File: config.mk
export PLATFORM = sky130hd
export DESIGN_NAME = cbr_alu
export DESIGN_NICKNAME = d
export VERILOG_FILES = /design/src/rtl/cbr_pkg.sv /design/src/rtl/cbr_operand_prep.sv /design/src/rtl/cbr_adder.sv /design/src/rtl/cbr_flags.sv /design/src/rtl/cbr_alu.sv
export SDC_FILE = /design/constraint.sdc
export NUM_CORES = 1
export LEC_CHECK = 0
export BUFFER_PORTS_ARGS = -buffer_cell sky130_fd_sc_hd__buf_4
export CAP_MARGIN = 10
export CORE_UTILIZATION = 42
export DETAILED_ROUTE_END_ITERATION = 10
export PLACE_DENSITY = 0.79
export SKIP_CTS_REPAIR_TIMING = 1
export SLEW_MARGIN = 30
export SYNTH_ARGS = -nofsm -noshare
export SYNTH_HDL_FRONTEND = slang
export SYNTH_SLANG_ARGS = --single-unit
File: constraint.sdc
create_clock -name clk -period 0.8 [get_ports clk]
set_input_delay 0 -clock clk [delete_from_list [all_inputs] [get_ports clk]]
set_output_delay 0 -clock clk [all_outputs]
set_load 0.02 [all_outputs]
File: src/rtl/cbr_pkg.sv
package cbr_pkg;
    typedef enum logic [1:0] {
        OP_ADC  = 2'b00,
        OP_SBC  = 2'b01,
        OP_CMP  = 2'b10,
        OP_PASS = 2'b11
    } cbr_op_e;

    localparam int MASK_W = 4;
    localparam logic [MASK_W-1:0] MASK_ALL  = 4'b1111;
    localparam logic [MASK_W-1:0] MASK_NZC  = 4'b1110;
    localparam logic [MASK_W-1:0] MASK_NONE = 4'b0000;
endpackage

File: src/rtl/cbr_operand_prep.sv
module cbr_operand_prep
    import cbr_pkg::*;
#(
    parameter int W = 8
) (
    input  logic [1:0]   op_i,
    input  logic [W-1:0] b_i,
    input  logic         c_i,
    output logic [W-1:0] opnd_o,
    output logic         cin_o
);
    always_comb begin
        opnd_o = b_i;
        cin_o  = c_i;
        case (cbr_op_e'(op_i))
            OP_ADC:  begin opnd_o = b_i;  cin_o = c_i;  end
            OP_SBC:  begin opnd_o = ~b_i; cin_o = c_i;  end
            OP_CMP:  begin opnd_o = ~b_i; cin_o = 1'b1; end
            default: begin opnd_o = b_i;  cin_o = 1'b0; end
        endcase
    end
endmodule

File: src/rtl/cbr_adder.sv
module cbr_adder #(
    parameter int W = 8
) (
    input  logic [W-1:0] x_i,
    input  logic [W-1:0] y_i,
    input  logic         cin_i,
    output logic [W-1:0] sum_o,
    output logic         cout_o
);
    logic [W:0] chain;
    assign chain[0] = cin_i;

    for (genvar i = 0; i < W; i++) begin : g_bit
        assign sum_o[i]    = x_i[i] ^ y_i[i] ^ chain[i];
        assign chain[i+1]  = (x_i[i] & y_i[i]) | (chain[i] & (x_i[i] ^ y_i[i]));
    end

    assign cout_o = chain[W];
endmodule

File: src/rtl/cbr_flags.sv
module cbr_flags #(
    parameter int W = 8
) (
    input  logic         x_msb_i,
    input  logic         y_msb_i,
    input  logic [W-1:0] sum_i,
    input  logic         cout_i,
    output logic         n_o,
    output logic         z_o,
    output logic         c_o,
    output logic         v_o
);
    always_comb begin
        n_o = sum_i[W-1];
        z_o = (sum_i == '0);
        c_o = cout_i;
        v_o = (x_msb_i == y_msb_i) && (sum_i[W-1] != x_msb_i);
    end
endmodule

File: src/rtl/cbr_alu.sv
module cbr_alu
    import cbr_pkg::*;
#(
    parameter int W = 8
) (
    input  logic          clk,
    input  logic          rst_n,
    input  logic [1:0]    op_i,
    input  logic [W-1:0]  a_i,
    input  logic [W-1:0]  b_i,
    input  logic          c_i,
    output logic [W-1:0]  res_o,
    output logic          n_o,
    output logic          z_o,
    output logic          c_o,
    output logic          v_o,
    output logic [3:0]    upd_o,
    output logic          wr_o
);
    typedef struct packed {
        logic [W-1:0]      res;
        logic              n;
        logic              z;
        logic              c;
        logic              v;
        logic [MASK_W-1:0] upd;
        logic              wr;
    } state_t;

    state_t st_d, st_q;

    logic [W-1:0] opnd;
    logic         cin;
    logic [W-1:0] sum;
    logic         cout;
    logic         fn, fz, fc, fv;

    cbr_operand_prep #(.W(W)) u_prep (
        .op_i(op_i), .b_i(b_i), .c_i(c_i), .opnd_o(opnd), .cin_o(cin)
    );

    cbr_adder #(.W(W)) u_add (
        .x_i(a_i), .y_i(opnd), .cin_i(cin), .sum_o(sum), .cout_o(cout)
    );

    cbr_flags #(.W(W)) u_flags (
        .x_msb_i(a_i[W-1]), .y_msb_i(opnd[W-1]), .sum_i(sum), .cout_i(cout),
        .n_o(fn), .z_o(fz), .c_o(fc), .v_o(fv)
    );

    always_comb begin
        st_d     = st_q;
        st_d.res = sum;
        st_d.n   = fn;
        st_d.z   = fz;
        st_d.c   = fc;
        st_d.v   = fv;
        case (cbr_op_e'(op_i))
            OP_ADC, OP_SBC: begin
                st_d.upd = MASK_ALL;
                st_d.wr  = 1'b1;
            end
            OP_CMP: begin
                st_d.upd = MASK_NZC;
                st_d.wr  = 1'b0;
            end
            default: begin
                st_d.res = a_i;
                st_d.n   = a_i[W-1];
                st_d.z   = (a_i == '0);
                st_d.c   = 1'b0;
                st_d.v   = 1'b0;
                st_d.upd = MASK_NONE;
                st_d.wr  = 1'b1;
            end
        endcase
    end

    always_ff @(posedge clk or negedge rst_n) begin
        if (!rst_n) st_q <= '0;
        else        st_q <= st_d;
    end

    assign res_o = st_q.res;
    assign n_o   = st_q.n;
    assign z_o   = st_q.z;
    assign c_o   = st_q.c;
    assign v_o   = st_q.v;
    assign upd_o = st_q.upd;
    assign wr_o  = st_q.wr;

    // Assertions: armed one clock after reset release so $past sees driven inputs.
    logic armed_q;
    always_ff @(posedge clk or negedge rst_n) begin
        if (!rst_n) armed_q <= 1'b0;
        else        armed_q <= 1'b1;
    end

    assert_adc_sum_R1: assert property (@(posedge clk) disable iff (!rst_n)
        (armed_q && $past(op_i) == OP_ADC) |->
        ({c_o, res_o} == ({1'b0, $past(a_i)} + {1'b0, $past(b_i)} + {{W{1'b0}}, $past(c_i)})));

    assert_sbc_sum_R2: assert property (@(posedge clk) disable iff (!rst_n)
        (armed_q && $past(op_i) == OP_SBC) |->
        ({c_o, res_o} == ({1'b0, $past(a_i)} + {1'b0, ~$past(b_i)} + {{W{1'b0}}, $past(c_i)})));

    assert_cmp_carry_R4: assert property (@(posedge clk) disable iff (!rst_n)
        (armed_q && $past(op_i) == OP_CMP) |->
        (c_o == ($past(a_i) >= $past(b_i)) && z_o == ($past(a_i) == $past(b_i))));

    assert_cmp_nowrite_R5: assert property (@(posedge clk) disable iff (!rst_n)
        (armed_q && $past(op_i) == OP_CMP) |-> (!wr_o && upd_o == MASK_NZC));

    assert_pass_R8: assert property (@(posedge clk) disable iff (!rst_n)
        (armed_q && $past(op_i) == OP_PASS) |->
        (res_o == $past(a_i) && upd_o == MASK_NONE && wr_o));

    assert_zero_flag_R7: assert property (@(posedge clk) disable iff (!rst_n)
        (upd_o[2]) |-> (z_o == (res_o == '0) && n_o == res_o[W-1]));

    assert_cmp_no_v_R6: assert property (@(posedge clk) disable iff (!rst_n)
        (!wr_o) |-> !upd_o[0]);
endmodule

; Word-level counts from Yosys, hierarchy flattened
; Index checks and enable logic that the tools add are counted.
; Widths: inputs -> output; s select.
[totals]
inputBits = 21
elab_cells = 63
ff_bits = 17
[classes]
bitwise_logic = 41
n_eq_ne = 4
muxes = 4
reduce_logical = 7
[op_table]
columns = cell, n
row1 = $and 1x1->1, 16
row2 = $logic_not 8->1, 2
row3 = $xor 1x1->1, 16
row4 = $mux 12, 1
row5 = $pmux 5 s2, 1
row6 = $mux 8, 1
row7 = $not 8->8, 1
row8 = $or 1x1->1, 8
row9 = $reduce_or 2->1, 2
row10 = $reduce_or 3->1, 1
row11 = $eq 2x1->1 const B, 1
row12 = $eq 2x2->1 const B, 1
row13 = $logic_not 2->1, 1
row14 = $pmux 1 s2, 1
row15 = $eq 1x1->1, 1
row16 = $logic_and 1x1->1, 1
row17 = $ne 1x1->1, 1

; Longest topological paths before layout
; Gate-level depths: netlist (run 1).
[logic_depth]
word_depth = 22
ltp_mapped = 18
ltp_nobuf = 17

; By module
; From an unflattened synthesis (run 1), not the netlist that was laid out.
[hier_totals]
cells_unflattened = 74
area_unflattened_um2 = 948.4
[modules_own_cells]
columns = mod, area_per_inst_um2, seq_area_each_um2, n_inst, cells_per_inst
row1 = cbr_alu, 588.1, 375.4, 1, 37
row2 = cbr_adder, 197.7, 0.0, 1, 18
row3 = cbr_operand_prep, 111.4, 0.0, 1, 11
row4 = cbr_flags, 51.3, 0.0, 1, 8

; Least setup slack after synthesis (run 1)
; No wires, ideal clock.
[synth_path]
path_type = input port to flip-flop
startpoint = input op_i[0]
endpoint = register st_q, in the netlist v_o
path_slack_ns = -3.021
cell_stages = 18
arrival_ns = 3.702
setup_ns = 0.120
path_cell_list = inv_1 > ha_1 > buf_6 > xnor2_1 > fa_1 > inv_1 > fa_1 > inv_1 > fa_1 > fa_1 > inv_1 > fa_1 > inv_1 > fa_1 > fa_1 > fa_1 > xor2_1 > nor3_2
[synth_lines]
columns = item, line
row1 = start: declaration, cbr_alu.sv:8  ; input logic [1:0] op_i,
row2 = end signal: assignment, cbr_alu.sv:81  ; else st_q <= st_d;
row3 = end: declaration, cbr_alu.sv:30  ; state_t st_d, st_q;

==> metrics.md, run 1 <==
| Metric | Value |
|---|---|
| Power density over the cells | `1817 nW/um^2` |
| Non-Filler Instances | `161` |
| Synth area leader | `dfrtp_1` |
| DR pass1 iterations | `4` |
| Endpoints failing setup | `16` |
| Post-DR wirelength/cell | `9.969 um` |
| Die Span Y | `49.33 um` |
| GRT overflow | `0` |
| Via Count | `704` |
| Highest routed layer | `met4` |
| Post-Route M1 WL | `666 um` |
| Worst Path Required | `960 ps` |
| Hold Path End | `z_o` |
| Fmax | `290.4 MHz` |
| Synth cell types | `22` |
| Number of synthesized register bits | `14` |
| HPWL reported at the end of detailed placement | `1448 um` |
| Final Util | `0.7255` |
| RD Place Congestion | `0.7460` |
| Area grow syn2layout | `57.45%` |
| Port Buf Inserts | `37` |
| Leak Pwr | `0.7267 nW` |
| Hold Path Class | `in -> reg` |
| Slew Limit Fails | `0` |
| I/O Pins | `38` |
| Vias/cell | `4.373` |
| Net Count, Synth | `116` |
| DP Cell Count | `156` |
| Critical setup path kind | `in -> reg` |
| Initial antenna violation count | `0` |
| Yosys top cell area share | `0.3723` |
| Clk root buf | `clkbuf_4` |
| First-pass GRT wire length | `2615 um` |
| Final min period | `3443 ps` |
| Failing checks | `setup timing` |
| Initial Utilization | `0.4608` |
| Via count of the first global-routing pass | `678` |
| Gate Count Post-Synth | `81` |
| CP Capture Type | `flop` |
| CTS Sinks | `14` |
| Critical-path top delay cell | `fa_1` |
| Slew @ Worst Pin | `278.8 ps` |
| Largest net degree at the start of global routing | `15` |
| Crit path buf inv count | `6` |
| YS warnings | `0` |
| Final Power | `2.692 mW` |
| Status | `finished, violations left` |
| Sequential fraction of the synthesis area | `0.3723` |
| Core Area | `2042 um^2` |
| CTS H-Tree Depth | `1` |
| Post-Place Setup Slack | `-3030 ps` |
| Post-route cell area | `1481 um^2` |
| Die X | `49.33 um` |
| Routed Antenna Nets | `0` |
| Fin Hold WS | `35.95 ps` |
| Clock Tree Buf Depth | `2` |
| Routed WL | `1605 um` |
| TritonCTS Buffers | `3` |
| Min-delay src | `a_i[5]` |
| Setup WS post-layout | `-2643 ps` |
| CP Max Fanout | `3` |
| Die area | `2433 um^2` |
| Residual DRC | `0` |
| CTS tree | `yes` |
| Leading cell types in the layout, fill and taps excluded | `44 x buf_4, 14 x dfrtp_1, 10 x buf_6` |
| Largest cells by area after synthesis | `dfrtp_1 37%, fa_1 17%, ha_1 8.0%, inv_1 6.0%, xnor2_1 4.7%` |
| Met2 routed WL | `864 um` |
| Unrepaired setup endpoints after global routing | `yes` |
| Critical Path Start Type | `input pin` |
| Final nets | `171` |
| Biggest cell delay along the critical path | `550 ps` |
| Fillers | `156` |
| Reg clk slew, reported paths | `70 ps` |
| All-layer global routing usage | `0.1416` |
| Layout cells sized above 1 | `0.5821` |
| Crit-path cells | `buf_12, inv_12, ha_4, xnor2_4, fa_2, inv_2, fa_2, inv_2, fa_2, fa_2, inv_2, fa_2, inv_2, fa_2, fa_2, fa_1, xor2_1, nor3_2` |
| Max-Cap Viols | `0` |
| Min-Delay Path Depth | `4` |
| Sum of negative setup slack | `-18380 ps` |
| Met3 WL | `52 um` |
| Top cell by count, worst path | `fa_2` |
| Top Family by Delay on Critical Path | `adder cells` |
| Post-Syn Area | `940.9 um^2` |
| Fin. Hold Viols | `0` |
| Placed inst area | `1376 um^2` |
| WP data arrival | `3600 ps` |
| Leading cell type in the layout, fill and taps excluded | `buf_4` |
| Final worst-path cycle share | `4.304` |
| Synthesized area per cell | `11.62 um^2` |
| Relative slew slack | `0.8141` |
| N_diodes | `0` |
| VDD IR max | `1.056 mV` |
| # rows | `16` |
| DR iter-0 viols | `1` |
==> how the worst max path moves through the flow <==
stage	slack (ps)	endpoint	from	depth (start not counted)
after CTS	-2740	v_o	op_i[0]	18
after detailed placement	-3030	v_o	op_i[0]	18
after global placement	-2970	v_o	op_i[0]	18
final	-2640	v_o	op_i[0]	18
after floorplan	-2860	v_o	op_i[0]	18
after global routing	-2760	v_o	op_i[0]	18
==> cell usage after synthesis, drive strengths merged <==
| cell type | n |
|---|---|
| and4bb | 1 |
| buf | 6 |
| dfrtp | 14 |
| fa | 8 |
| ha | 6 |
| inv | 15 |
| mux2 | 2 |
| mux2i | 3 |
| nand2 | 4 |
| nand3 | 1 |
| nand3b | 1 |
| nand4b | 1 |
| nor2 | 1 |
| nor3 | 2 |
| nor4 | 1 |
| o21ai | 5 |
| or2 | 1 |
| xnor2 | 5 |
| xor2 | 4 |
==> per-layer routing <==
| metal | up-vias | GRT usage |
|---|---|---|
| met3 | 2 | 0 |
| met1 | 326 | 0.1646 |
| met4 | 0 | 0.08824 |
| met5 | - | 0 |
| li1 | 352 | - |
| met2 | 24 | 0.2580 |
==> layout make-up <==
type | instances | area [um^2] | area share
flip-flops and latches | 14 | 350.3 | 0.2365
inverters | 15 | 71.32 | 0.04814
clock buffers | 3 | 22.52 | 0.01520
multi-input cells | 46 | 530.5 | 0.3581
repair buffers | 56 | 473.0 | 0.3193
well taps | 27 | 33.78 | 0.02280
==> state kept, by name, summed over array words and instances (netlist names) <==
register	flops
res_o	7
upd_o	2
c_o	1
n_o	1
v_o	1
wr_o	1
z_o	1
==> where the power goes <==
group          leakage, nW  switching [mW]  internal, mW
logic                0.547           0.684         0.736
registers            0.166          0.0566         0.864
clock network       0.0138           0.178         0.174
==> cell families (layout without fill, tap and decap cells) <==
logic type / Yosys count / count (layout) / synth area share
buffers and inverters: 21 / 74 / 0.1197
adder cells (fa/ha/maj): 14 / 14 / 0.2500
flip-flops: 14 / 14 / 0.3723
AND/OR/NAND/NOR: 13 / 13 / 0.09174
XOR/XNOR: 9 / 9 / 0.08377
AO/OA/AOI/OAI: 5 / 5 / 0.02659
multiplexers: 5 / 5 / 0.05585
Note: power is estimated with default switching activity, not from simulation.
==> run 2: changes to the inputs <==
SYNTH_HIERARCHICAL = 1   (was default)
==> run 2 against run 1 <==
The run still ends with setup timing left. Clock power up 18%. Critical path depth is 1 higher. Hold slack improved by 14 ps. Cell count shrank 4.3%. Wire length increased by 13%. Non-clock buffer count decreased by 2. Via count is 2.4% lower. Clock-buffer cell count is 1 higher. Maximum frequency shrank 6.6%.
==> metrics.md, run 2 <==
| Metric | Value |
|---|---|
| Gate Count Post-Synth | `74` |
| Area grow syn2layout | `56.46%` |
| Layout cells sized above 1 | `0.6614` |
| Final nets | `157` |
| Sum of negative setup slack | `-21480 ps` |
| Seq pwr share | `0.334` |
| I/O Pins | `38` |
| Post-Syn Area | `948.4 um^2` |
| Slew Limit Fails | `0` |
| Sequential fraction of the synthesis area | `0.3958` |
| First-pass GRT wire length | `2670 um` |
| TritonCTS Buffers | `3` |
| DR pass1 iterations | `2` |
| Yosys top cell area share | `0.3958` |
| CP Max Fanout | `4` |
| Top FF cell, synth | `dfrtp_1` |
| Met2 routed WL | `1034 um` |
| DR iter-0 viols | `3` |
| Die Span Y | `49.52 um` |
| Part of the power in combinational logic | `0.530` |
| Routed WL | `1809 um` |
| Leading cell type in the layout, fill and taps excluded | `buf_4` |
| Initial antenna violation count | `0` |
| Footprint of the multi-input gates | `524.3 um^2` |
| Largest net degree at the start of global routing | `16` |
| Setup WS post-layout | `-2886 ps` |
| Leading cell types in the layout, fill and taps excluded | `35 x buf_4, 17 x buf_6, 15 x dfrtp_1` |
| Most frequent cells after synthesis | `15 x dfrtp_1, 12 x inv_1, 8 x fa_1, 8 x xnor2_1, 5 x mux2_4` |
| All-layer global routing usage | `0.1490` |
| CTS tree | `yes` |
| Critical-path top delay cell | `or4_1` |
| Unrepaired setup endpoints after global routing | `yes` |
| Met3 WL | `51 um` |
| Biggest cell delay along the critical path | `510 ps` |
| Top cell by count, worst path | `fa_2` |
| Post-DR wirelength/cell | `11.75 um` |
| Failing checks | `setup timing` |
| Relative slew slack | `0.8001` |
| RD Place Congestion | `0.7501` |
| Routed Antenna Nets | `0` |
| Sw frac | `0.3296` |
| DP Cell Count | `149` |
| GRT overflow | `0` |
| Fin Hold WS | `50.05 ps` |
| Post-Place Setup Slack | `-3243 ps` |
| Hold Path Class | `in -> reg` |
| FF+latch area | `375.4 um^2` |
| Core Area | `2042 um^2` |
| Largest family of logic cells by synthesized area | `adder cells` |
| Number of synthesized register bits | `15` |
| Net Count, Synth | `103` |
| Vias/cell | `4.461` |
| Status | `finished, violations left` |
| Crit path buf inv count | `5` |
| Max-Cap Viols | `0` |
| Die area | `2452 um^2` |
| YS warnings | `6` |
| Compound-gate portion of the synthesized area | `0.04485` |
| Synthesized area per cell | `12.82 um^2` |
| VDD IR max | `1.513 mV` |
| WP data arrival | `3910 ps` |
| Highest routed layer | `met4` |
| CP Capture Type | `flop` |
| Clock share of power | `0.137` |
| Fillers | `147` |
| NetSw | `1.004 mW` |
| Reg clk slew, reported paths | `80 ps` |
| Leak Pwr | `0.7395 nW` |
| Max FFs per register | `8` |
| Synth area leader | `dfrtp_1` |
| Via count of the first global-routing pass | `643` |
| Critical setup path kind | `in -> reg` |
| N_diodes | `0` |
| Synth Area in Adders | `0.1689` |
| # rows | `16` |
| CTS H-Tree Depth | `1` |
| Post-Route M1 WL | `705 um` |
| Die X | `49.52 um` |
| Top Family by Delay on Critical Path | `adder cells` |
| Residual DRC | `0` |
| Largest cells by area after synthesis | `dfrtp_1 40%, fa_1 17%, mux2_4 7.9%, xnor2_1 7.4%, inv_1 4.7%` |
| Final worst-path cycle share | `4.607` |
| Post-synth EDFFs | `0` |
| Port Buf Inserts | `37` |
| Mux cell area share after synthesis | `0.1135` |
| Initial Utilization | `0.4645` |
| Slew @ Worst Pin | `297.2 ps` |
| Most common cell in the netlist | `dfrtp_1` |
| Final min period | `3686 ps` |
| Pint | `2.042 mW` |
| Non-Filler Instances | `154` |
| Via Count | `687` |
| Post-synthesis simple-gate area fraction | `0.08311` |
| Fin. Hold Viols | `0` |
| Fmax | `271.3 MHz` |
| HPWL reported at the end of detailed placement | `1414 um` |
| Synth cell types | `22` |
| Xor/xnor share of the synthesized area | `0.1029` |
| CTS Sinks | `15` |
| Clock Tree Buf Depth | `2` |
| Critical Path Start Type | `input pin` |
| Endpoints failing setup | `18` |
| Async S/R FF share, synth | `1.000` |
| Clk root buf | `clkbuf_4` |
| Crit-path cells | `buf_8, xnor2_4, xnor2_2, fa_2, inv_2, fa_2, inv_2, fa_2, fa_2, fa_2, fa_2, fa_2, inv_2, fa_1, inv_2, or4_1, nor2_1, a21boi_2, a41o_2` |
| Worst Path Required | `1030 ps` |
| Power density over the cells | `2053 nW/um^2` |
[run 2: cell count changes in the layout (fill, tap and decap cells not counted), moves of 3 or more]
cell,delta
buf_4,-9
ha_1,-5
xnor2_1,+3
mux2_4,+6
buf_6,+7
nand2_1,-3
xor2_1,-4
o21ai_1,-3
[run 2: final timing paths]
kind | start | to | slack, ps | depth (start not counted)
worst max-delay path | op_i[0] | z_o | -2890 | 19
worst min-delay path | a_i[1] | res_o[1] | 50 | 3
max in group asynchronous | rst_n | res_o[5] | 540 | 2
min in group asynchronous | rst_n | res_o[0] | 90 | 2
[run 2: power groups by stage]
stage / sequential [mW] / combinational [mW] / clock, mW
after floorplan: 1.22 / 0.644 / 0
after global placement: 0.982 / 1.43 / 0
after detailed placement: 0.989 / 1.47 / 0
after CTS: 0.972 / 1.47 / 0.414
after global routing: 1.03 / 1.73 / 0.473
final: 1.02 / 1.61 / 0.416
[run 2: final cells by class]
| cell class | count | area share |
|---|---|---|
| Multi-Input combinational cell | 42 | 0.3533 |
| Timing Repair Buffer | 54 | 0.3229 |
| Sequential cell | 15 | 0.2530 |
| Inverter | 12 | 0.03035 |
| Tap cell | 27 | 0.02277 |
| Clock buffer | 4 | 0.01771 |
[run 2: cells by family after synthesis]
family,after synthesis
muxes,8
AOI/OAI and AO/OA,5
adders and majority gates,8
and+or+nand+nor,12
buffers and inverters,17
DFF,15
xor gates and xnor gates,9
[run 2: layer usage]
metal,track usage,up-vias
met5,0,-
met4,0.1000,0
met3,0.02778,2
met2,0.2658,24
met1,0.1569,321
li1,-,340
[run 2: metrics by stage]
step	power (mW)	utilization	cell area (um^2)
6_report	3.046	0.7267	1484
5_1_grt	3.236	0.7267	1484
4_1_cts	2.857	0.6801	1389
3_5_place_dp	2.456	0.6673	1363
3_3_place_gp	2.411	0.6673	1363
2_1_floorplan	1.862	-	972.2
